===== src/rtl/evt_seq_pkg.sv =====
package evt_seq_pkg;

    // Sequencer states
    typedef enum logic [0:0] {
        SEQ_ARMED  = 1'b0,
        SEQ_FROZEN = 1'b1
    } seq_state_e;

    // Write-port address map
    localparam int unsigned ADDR_CTRL  = 0;
    localparam int unsigned ADDR_TIME  = 1;
    localparam int unsigned ADDR_SLOT0 = 2;

    // Fixed low control bits; the wider fields follow from module parameters
    localparam int unsigned CB_RUN     = 0;
    localparam int unsigned CB_LDEN    = 1;
    localparam int unsigned CB_ONESHOT = 2;
    localparam int unsigned CB_REARM   = 3;
    localparam int unsigned CB_STOP    = 4;

endpackage


===== src/rtl/evt_timebase.sv =====
module evt_timebase #(
    parameter int unsigned TW = 32
) (
    input  logic          clk,
    input  logic          rst_n,
    input  logic          run,
    input  logic          ld,
    input  logic [TW-1:0] ld_val,
    input  logic          clr,
    output logic [TW-1:0] cnt_o,
    output logic          ovf_o
);

    logic [TW-1:0] cnt_q;
    logic          ovf_q;
    logic          at_top;

    assign at_top = (cnt_q == {TW{1'b1}});

    // Priority: software load, then slot clear, then counting
    always_ff @(posedge clk or negedge rst_n) begin
        if (!rst_n) begin
            cnt_q <= '0;
        end else if (ld) begin
            cnt_q <= ld_val;
        end else if (clr) begin
            cnt_q <= '0;
        end else if (run) begin
            cnt_q <= cnt_q + 1'b1;
        end
    end

    // Wrap pulse only for a natural increment past all ones
    always_ff @(posedge clk or negedge rst_n) begin
        if (!rst_n) begin
            ovf_q <= 1'b0;
        end else begin
            ovf_q <= !ld && !clr && run && at_top;
        end
    end

    assign cnt_o = cnt_q;
    assign ovf_o = ovf_q;

endmodule


===== src/rtl/evt_sync_presc.sv =====
module evt_sync_presc #(
    parameter int unsigned PSW = 5
) (
    input  logic           clk,
    input  logic           rst_n,
    input  logic           evt_in,
    input  logic [PSW-1:0] code,
    output logic           ev_rise,
    output logic           ev_fall
);

    logic           s1_q, s2_q, s2_d_q;
    logic [PSW-1:0] pcnt_q;
    logic           div_q;
    logic           pre;
    logic           pre_d_q;
    logic           bypass;
    logic           pin_rise;

    assign bypass   = (code == '0);
    assign pin_rise = s2_q && !s2_d_q;

    // Two-flop synchroniser plus one delay stage for pin edge detection
    always_ff @(posedge clk or negedge rst_n) begin
        if (!rst_n) begin
            s1_q   <= 1'b0;
            s2_q   <= 1'b0;
            s2_d_q <= 1'b0;
        end else begin
            s1_q   <= evt_in;
            s2_q   <= s1_q;
            s2_d_q <= s2_q;
        end
    end

    // Even divider: toggle after every 'code' rising pin edges
    always_ff @(posedge clk or negedge rst_n) begin
        if (!rst_n) begin
            pcnt_q <= '0;
            div_q  <= 1'b0;
        end else if (bypass) begin
            pcnt_q <= '0;
            div_q  <= 1'b0;
        end else if (pin_rise) begin
            if (pcnt_q >= code - PSW'(1)) begin
                pcnt_q <= '0;
                div_q  <= !div_q;
            end else begin
                pcnt_q <= pcnt_q + PSW'(1);
            end
        end
    end

    assign pre = bypass ? s2_q : div_q;

    always_ff @(posedge clk or negedge rst_n) begin
        if (!rst_n) begin
            pre_d_q <= 1'b0;
        end else begin
            pre_d_q <= pre;
        end
    end

    assign ev_rise = pre && !pre_d_q;
    assign ev_fall = !pre && pre_d_q;

endmodule


===== src/rtl/evt_seq_fsm.sv =====
module evt_seq_fsm
    import evt_seq_pkg::*;
#(
    parameter  int unsigned NSLOT = 4,
    localparam int unsigned PTRW  = $clog2(NSLOT)
) (
    input  logic             clk,
    input  logic             rst_n,
    input  logic             ev_rise,
    input  logic             ev_fall,
    input  logic [NSLOT-1:0] pol,
    input  logic             oneshot,
    input  logic [PTRW-1:0]  stop_val,
    input  logic             rearm,
    output logic             take_o,
    output logic [NSLOT-1:0] take_oh_o,
    output logic [PTRW-1:0]  ptr_o,
    output logic             halted_o
);

    localparam logic [PTRW-1:0]  LAST_SLOT = PTRW'(NSLOT - 1);
    localparam logic [NSLOT-1:0] ONE_HOT0  = {{(NSLOT-1){1'b0}}, 1'b1};

    seq_state_e      state_q, state_d;
    logic [PTRW-1:0] ptr_q, ptr_d;
    logic            edge_sel;
    logic            take;

    assign edge_sel = pol[ptr_q] ? ev_fall : ev_rise;

    // State register
    always_ff @(posedge clk or negedge rst_n) begin
        if (!rst_n) begin
            state_q <= SEQ_ARMED;
            ptr_q   <= '0;
        end else begin
            state_q <= state_d;
            ptr_q   <= ptr_d;
        end
    end

    // Next-state logic; re-arm wins over a coincident event
    always_comb begin
        state_d = state_q;
        ptr_d   = ptr_q;
        unique case (state_q)
            SEQ_ARMED: begin
                if (rearm) begin
                    ptr_d = '0;
                end else if (take) begin
                    if (oneshot && (ptr_q == stop_val)) begin
                        state_d = SEQ_FROZEN;
                    end else if (ptr_q == LAST_SLOT) begin
                        ptr_d = '0;
                    end else begin
                        ptr_d = ptr_q + PTRW'(1);
                    end
                end
            end
            SEQ_FROZEN: begin
                if (rearm) begin
                    state_d = SEQ_ARMED;
                    ptr_d   = '0;
                end
            end
            default: begin
                state_d = SEQ_ARMED;
                ptr_d   = '0;
            end
        endcase
    end

    // Outputs
    always_comb begin
        take      = (state_q == SEQ_ARMED) && edge_sel && !rearm;
        take_oh_o = take ? (ONE_HOT0 << ptr_q) : '0;
        take_o    = take;
        ptr_o     = ptr_q;
        halted_o  = (state_q == SEQ_FROZEN);
    end

endmodule


===== src/rtl/evt_stamp_seq.sv =====
module evt_stamp_seq
    import evt_seq_pkg::*;
#(
    parameter  int unsigned TW    = 32,
    parameter  int unsigned NSLOT = 4,
    parameter  int unsigned PSW   = 5,
    localparam int unsigned PTRW  = $clog2(NSLOT),
    localparam int unsigned AW    = $clog2(NSLOT + 2)
) (
    input  logic                clk,
    input  logic                rst_n,
    input  logic                cfg_we,
    input  logic [AW-1:0]       cfg_addr,
    input  logic [TW-1:0]       cfg_wdata,
    input  logic                evt_in,
    output logic [TW-1:0]       cnt_o,
    output logic [NSLOT*TW-1:0] caps_o,
    output logic [NSLOT-1:0]    slot_evt_o,
    output logic                ovf_o,
    output logic [PTRW-1:0]     seq_ptr_o,
    output logic                seq_halted_o
);

    // Control word layout derived from the parameters
    localparam int unsigned POS_PSC = CB_STOP + PTRW;
    localparam int unsigned POS_POL = POS_PSC + PSW;
    localparam int unsigned POS_RST = POS_POL + NSLOT;
    localparam int unsigned CTRL_W  = POS_RST + NSLOT;

    logic             run_q, lden_q, oneshot_q;
    logic [PTRW-1:0]  stop_q;
    logic [PSW-1:0]   psc_q;
    logic [NSLOT-1:0] pol_q, rst_q;

    logic             wr_ctrl, wr_time, rearm;
    logic             ev_rise, ev_fall;
    logic             take;
    logic [NSLOT-1:0] take_oh;
    logic             cnt_clr;
    logic [NSLOT-1:0] slot_evt_q;

    assign wr_ctrl = cfg_we && (cfg_addr == AW'(ADDR_CTRL));
    assign wr_time = cfg_we && (cfg_addr == AW'(ADDR_TIME));
    assign rearm   = wr_ctrl && cfg_wdata[CB_REARM];

    // Control register; the re-arm bit is a command and is not kept
    always_ff @(posedge clk or negedge rst_n) begin
        if (!rst_n) begin
            run_q     <= 1'b0;
            lden_q    <= 1'b0;
            oneshot_q <= 1'b0;
            stop_q    <= '1;
            psc_q     <= '0;
            pol_q     <= '0;
            rst_q     <= '0;
        end else if (wr_ctrl) begin
            run_q     <= cfg_wdata[CB_RUN];
            lden_q    <= cfg_wdata[CB_LDEN];
            oneshot_q <= cfg_wdata[CB_ONESHOT];
            stop_q    <= cfg_wdata[CB_STOP +: PTRW];
            psc_q     <= cfg_wdata[POS_PSC +: PSW];
            pol_q     <= cfg_wdata[POS_POL +: NSLOT];
            rst_q     <= cfg_wdata[POS_RST +: NSLOT];
        end
    end

    evt_sync_presc #(.PSW(PSW)) u_presc (
        .clk     (clk),
        .rst_n   (rst_n),
        .evt_in  (evt_in),
        .code    (psc_q),
        .ev_rise (ev_rise),
        .ev_fall (ev_fall)
    );

    evt_seq_fsm #(.NSLOT(NSLOT)) u_fsm (
        .clk       (clk),
        .rst_n     (rst_n),
        .ev_rise   (ev_rise),
        .ev_fall   (ev_fall),
        .pol       (pol_q),
        .oneshot   (oneshot_q),
        .stop_val  (stop_q),
        .rearm     (rearm),
        .take_o    (take),
        .take_oh_o (take_oh),
        .ptr_o     (seq_ptr_o),
        .halted_o  (seq_halted_o)
    );

    assign cnt_clr = take && |(take_oh & rst_q);

    evt_timebase #(.TW(TW)) u_tb (
        .clk    (clk),
        .rst_n  (rst_n),
        .run    (run_q),
        .ld     (wr_time),
        .ld_val (cfg_wdata),
        .clr    (cnt_clr),
        .cnt_o  (cnt_o),
        .ovf_o  (ovf_o)
    );

    // Capture slots; an event load wins over a software write
    for (genvar k = 0; k < NSLOT; k++) begin : g_slot
        logic [TW-1:0] cap_q;
        logic          sw_wr;

        assign sw_wr = cfg_we && (cfg_addr == AW'(ADDR_SLOT0 + k));

        always_ff @(posedge clk or negedge rst_n) begin
            if (!rst_n) begin
                cap_q <= '0;
            end else if (take_oh[k] && lden_q) begin
                cap_q <= cnt_o;
            end else if (sw_wr) begin
                cap_q <= cfg_wdata;
            end
        end

        assign caps_o[k*TW +: TW] = cap_q;
    end

    // Per-slot event pulse, one cycle after the capture edge
    always_ff @(posedge clk or negedge rst_n) begin
        if (!rst_n) begin
            slot_evt_q <= '0;
        end else begin
            slot_evt_q <= take_oh;
        end
    end

    assign slot_evt_o = slot_evt_q;

    initial begin
        if (CTRL_W > TW) $error("control word does not fit the data width");
    end

endmodule


===== config.mk =====
export PLATFORM = sky130hd
export DESIGN_NAME = evt_stamp_seq
export DESIGN_NICKNAME = d
export VERILOG_FILES = /design/src/rtl/evt_seq_pkg.sv /design/src/rtl/evt_timebase.sv /design/src/rtl/evt_sync_presc.sv /design/src/rtl/evt_seq_fsm.sv /design/src/rtl/evt_stamp_seq.sv
export SDC_FILE = /design/constraint.sdc
export NUM_CORES = 1
export LEC_CHECK = 0
export ABC_AREA = 1
export BUFFER_PORTS_ARGS = -buffer_cell sky130_fd_sc_hd__buf_2
export CORE_ASPECT_RATIO = 0.9
export CORE_UTILIZATION = 51
export DETAILED_ROUTE_END_ITERATION = 7
export GPL_TIMING_DRIVEN = 0
export PLACE_DENSITY = 0.77
export SLEW_MARGIN = 20
export SYNTH_ARGS = -nofsm -noshare
export SYNTH_HDL_FRONTEND = slang
export SYNTH_SLANG_ARGS = --single-unit

===== constraint.sdc =====
create_clock -name clk -period 1.9 [get_ports clk]
set_input_delay 0.095 -clock clk [delete_from_list [all_inputs] [get_ports clk]]
set_output_delay 0.095 -clock clk [all_outputs]
set_load 0.01 [all_outputs]

==> impl_metrics.yaml <==
drt:
  drt_iter0_markers: 1399
  vias_per_cell: 6.16
  drt_pass1_iterations: 6
  vias: 11400
  ant_nets: 0
  wl_per_cell_um: 22.1
  drcViolationCount: 0
  wl_um: 40900
timing:
  hold_slack_ns: 0.00955
  slew_headroom: 0.323
  slew_viol_final: 0
  finalHoldViolCount: 0
  worst_slack_ns: -0.405
  tightest_slew_ns: 1.02
  grt_setup_unrepaired: "true"
  finalCriticalPeriod_ns: 2.31
  fin_skew_ns: 0.0129
  setup_viol: 166
  fmax_ghz: 0.434
  period_share: 1.21
clocking:
  cts_tree: "built"
  cts_root_buf: "clkbuf_16"
  cts_sinks: 196
  htreeDepth: 4
  clockBufferDepth: 2
  cts_made_buffers: 17
  worst_skew_pair.late_latency_ns: 0.45
  path_clk_slew_ns: 0.08
placed_design:
  numPortBuffers: 206
  pre_cts_slack_ns: -0.466
  gp_congestion: 1.01
  hpwl_um: 27500
  post_dp_cell_area_sq_um: 12300
critical_path:
  endpoint_kind: "flip-flop"
  worstSetupPathType: "reg -> reg"
  timing.rr.start: "psc_q[0]"
  r2r_cells: 15
  critPathLaunch: "psc_q[0]"
  critPathRequiredTime_ns: 2.22
  worst_ep_arrival_time_ns: 2.63
  r2r-end: "g_slot[0].cap_q[18]"
  critPathLaunchType: "flip-flop"
  crit_fanout: 9
  r2r_slack_ns: -0.41
power:
  comb_power_share: 0.442
  power_w: 0.0199
  leakagePower_nw: 7.18
  p_int_w: 0.0113
  ir_drop_mv: 0.702
  p_sw_w: 0.00857
  p_sw_frac: 0.430
  p_per_area_nw_per_um2: 1380
  p_clk_frac: 0.187
  seqPwrFrac: 0.370
logic_synthesis:
  ys.flop_type: "dfrtp_1"
  async_flop_share: 1.00
  ys_seq_area_frac: 0.455
  yosys_register_bits: 196
  synth_fp_nets: 1310
  netlist_area_sq_um: 10800
  syn-instance-count: 1259
  avgSynthCellArea_sq_um: 8.57
  yosysWarnings: 0
  synth_edf_count: 0
  synth.distinct_cells: 37
floorplan:
  ios: 207
  core.rowCount: 50
  dieArea_sq_um: 21700
  core_sq_um: 20800
  die_w_um: 155
  die_y_um: 140
  start_util: 0.520
hold_path:
  holdPathEnd: "g_slot[1].cap_q[23]"
  worstHoldPathCells: 3
  hold_class: "in -> reg"
  min-delay-start: "cfg_wdata[23]"
job:
  maxCapViolCount: 0
final_layout:
  nets: 1604
  n_antenna_cell: 0
  layout-drive-gt1-share: 0.332
  fin_util: 0.695
  postLayoutCellArea_sq_um: 14400
  area_growth_pct: 33.7
status:
  failed_checks: "setup timing"
  outcome: "finished with violations"
global_routing:
  grt-ovfl-total: 0
  grt_pass1_wl_um: 59100
  grt_pass1_vias: 10500
  grt_use_total: 0.357
  grt_max_degree: 98
  antenna_found_initial: 0
-- flip-flops by register name, indices dropped and copies added, names as in the netlist, 2 cells and up --
register,flops
u_fsm.ptr_o,2
pol_q,4
u_presc.pcnt_q,5
rst_q,4
psc_q,5
u_tb.cnt_o,32
slot_evt_o,4
g_slot.cap_q,128
stop_q,2
-- cell type report --
| class | instances | area, sq um |
|---|---|---|
| fill | 1611 | 6340 |
| multi-input combinational | 872 | 5420 |
| sequential | 196 | 4920 |
| timing repair buffer | 275 | 1950 |
| buffer | 85 | 769 |
| clock buffer | 19 | 453 |
| inverter | 106 | 424 |
| tap | 286 | 358 |
| clock inverter | 13 | 136 |
-- worst max-delay path by stage --
stage	endpoint	slack (ns)	cells after the start
6_report	g_slot[0].cap_q[18]	-0.41	15
5_1_grt	u_tb.cnt_o[27]	-0.50	17
4_1_cts	g_slot[3].cap_q[26]	-0.21	15
3_5_place_dp	u_tb.cnt_o[26]	-0.47	11
3_3_place_gp	u_tb.cnt_o[21]	-2.49	1
2_1_floorplan	g_slot[1].cap_q[20]	-0.007	15
-- power by group through the flow --
stage | Combinational (W) | Sequential (W) | Clock (W)
after detailed placement | 0.00750 | 0.00722 | 0
after global routing | 0.00946 | 0.00747 | 0.00389
after CTS | 0.00810 | 0.00721 | 0.00370
after floorplan | 0.00396 | 0.00754 | 0
after global placement | 0.00730 | 0.00722 | 0
final | 0.00881 | 0.00738 | 0.00373
-- metrics by stage --
step                instances  TNS (ns)
finish                   1852    -53.74
global route             1852    -69.44
CTS                      1830    -24.33
detailed placement       1753    -50.91
global placement         1751   -525.06
floorplan                1259    -0.237
-- per-layer routing --
metal,up-vias,share of wire,global-route usage
li1,4926,-,-
met1,5404,0.37,0.482
met2,906,0.46,0.546
met3,174,0.12,0.0903
met4,0,0.046,0.148
met5,-,0,0
-- worst max-delay path, cell delays in order (launching register included) --
cell and delay (ns):
dfrtp_1 0.40, inv_2 0.09, ha_4 0.16, nand3_4 0.09, nand2_1 0.09, nand2_1 0.07
nand2_1 0.08, nand2_2 0.09, nor2_8 0.20, inv_6 0.08, nor2_4 0.16, nand2_4 0.13
buf_12 0.21, buf_12 0.15, nand3_2 0.07, o211ai_2 0.11
-- cells by family (layout without fill, tap and decap cells) --
| group | Yosys count | count (layout) | share of synthesized area |
|---|---|---|---|
| buffers and inverters | 191 | 498 | 0.0824 |
| AND/OR/NAND/NOR | 682 | 682 | 0.295 |
| adder cells (fa/ha/maj) | 12 | 12 | 0.0139 |
| XOR/XNOR | 28 | 28 | 0.0227 |
| flip-flops | 196 | 196 | 0.455 |
| AO/OA/AOI/OAI | 150 | 150 | 0.131 |
-- repair_timing --
item | in CTS | in global routing
hold endpoints to repair | 219 | 0
gates cloned | 5 | 13
setup endpoints to repair | 166 | 167
hold buffers | 19 | 0
pin swaps | 16 | 20
setup buffers | 21 | 10
resized for setup | 125 | 94
-- cell usage after synthesis, types with 2 or more instances --
cell | instances | area share
inv_1 | 98 | 0.034
nand3_1 | 316 | 0.15
nand2_1 | 260 | 0.090
dfstp_2 | 2 | 0.0049
nor2_4 | 7 | 0.0073
xor2_1 | 26 | 0.021
or2_2 | 2 | 0.0012
buf_6 | 21 | 0.022
nand4_1 | 24 | 0.014
nand3_4 | 2 | 0.0032
o21ai_0 | 13 | 0.0060
o21a_1 | 2 | 0.0014
buf_1 | 6 | 0.0021
clkinv_1 | 4 | 0.0014
or2_1 | 3 | 0.0017
nand2_2 | 7 | 0.0041
clkbuf_1 | 50 | 0.017
dfrtp_1 | 194 | 0.45
o211ai_1 | 62 | 0.043
ha_1 | 12 | 0.014
xnor2_1 | 2 | 0.0016
inv_2 | 3 | 0.0010
a21oi_1 | 4 | 0.0019
o211ai_2 | 66 | 0.077
nor3_1 | 21 | 0.0097
nor2_1 | 35 | 0.012
buf_2 | 7 | 0.0032
-- cells in the final DEF, fill, tap and decap left out, drive strengths merged --
cell	count
a21oi	4
a32o	1
and2	1
buf	287
bufbuf	1
bufinv	1
clkbuf	72
clkinv	8
clkinvlp	3
dfrtp	194
dfstp	2
dlygate4sd3	19
ha	12
inv	107
nand2	267
nand3	318
nand4	24
nor2	43
nor3	22
nor3b	1
nor4	1
o211ai	128
o21a	2
o21ai	13
o22ai	1
o31ai	1
or2	5
xnor2	2
xor2	26
(Power assumes the default switching activity.)
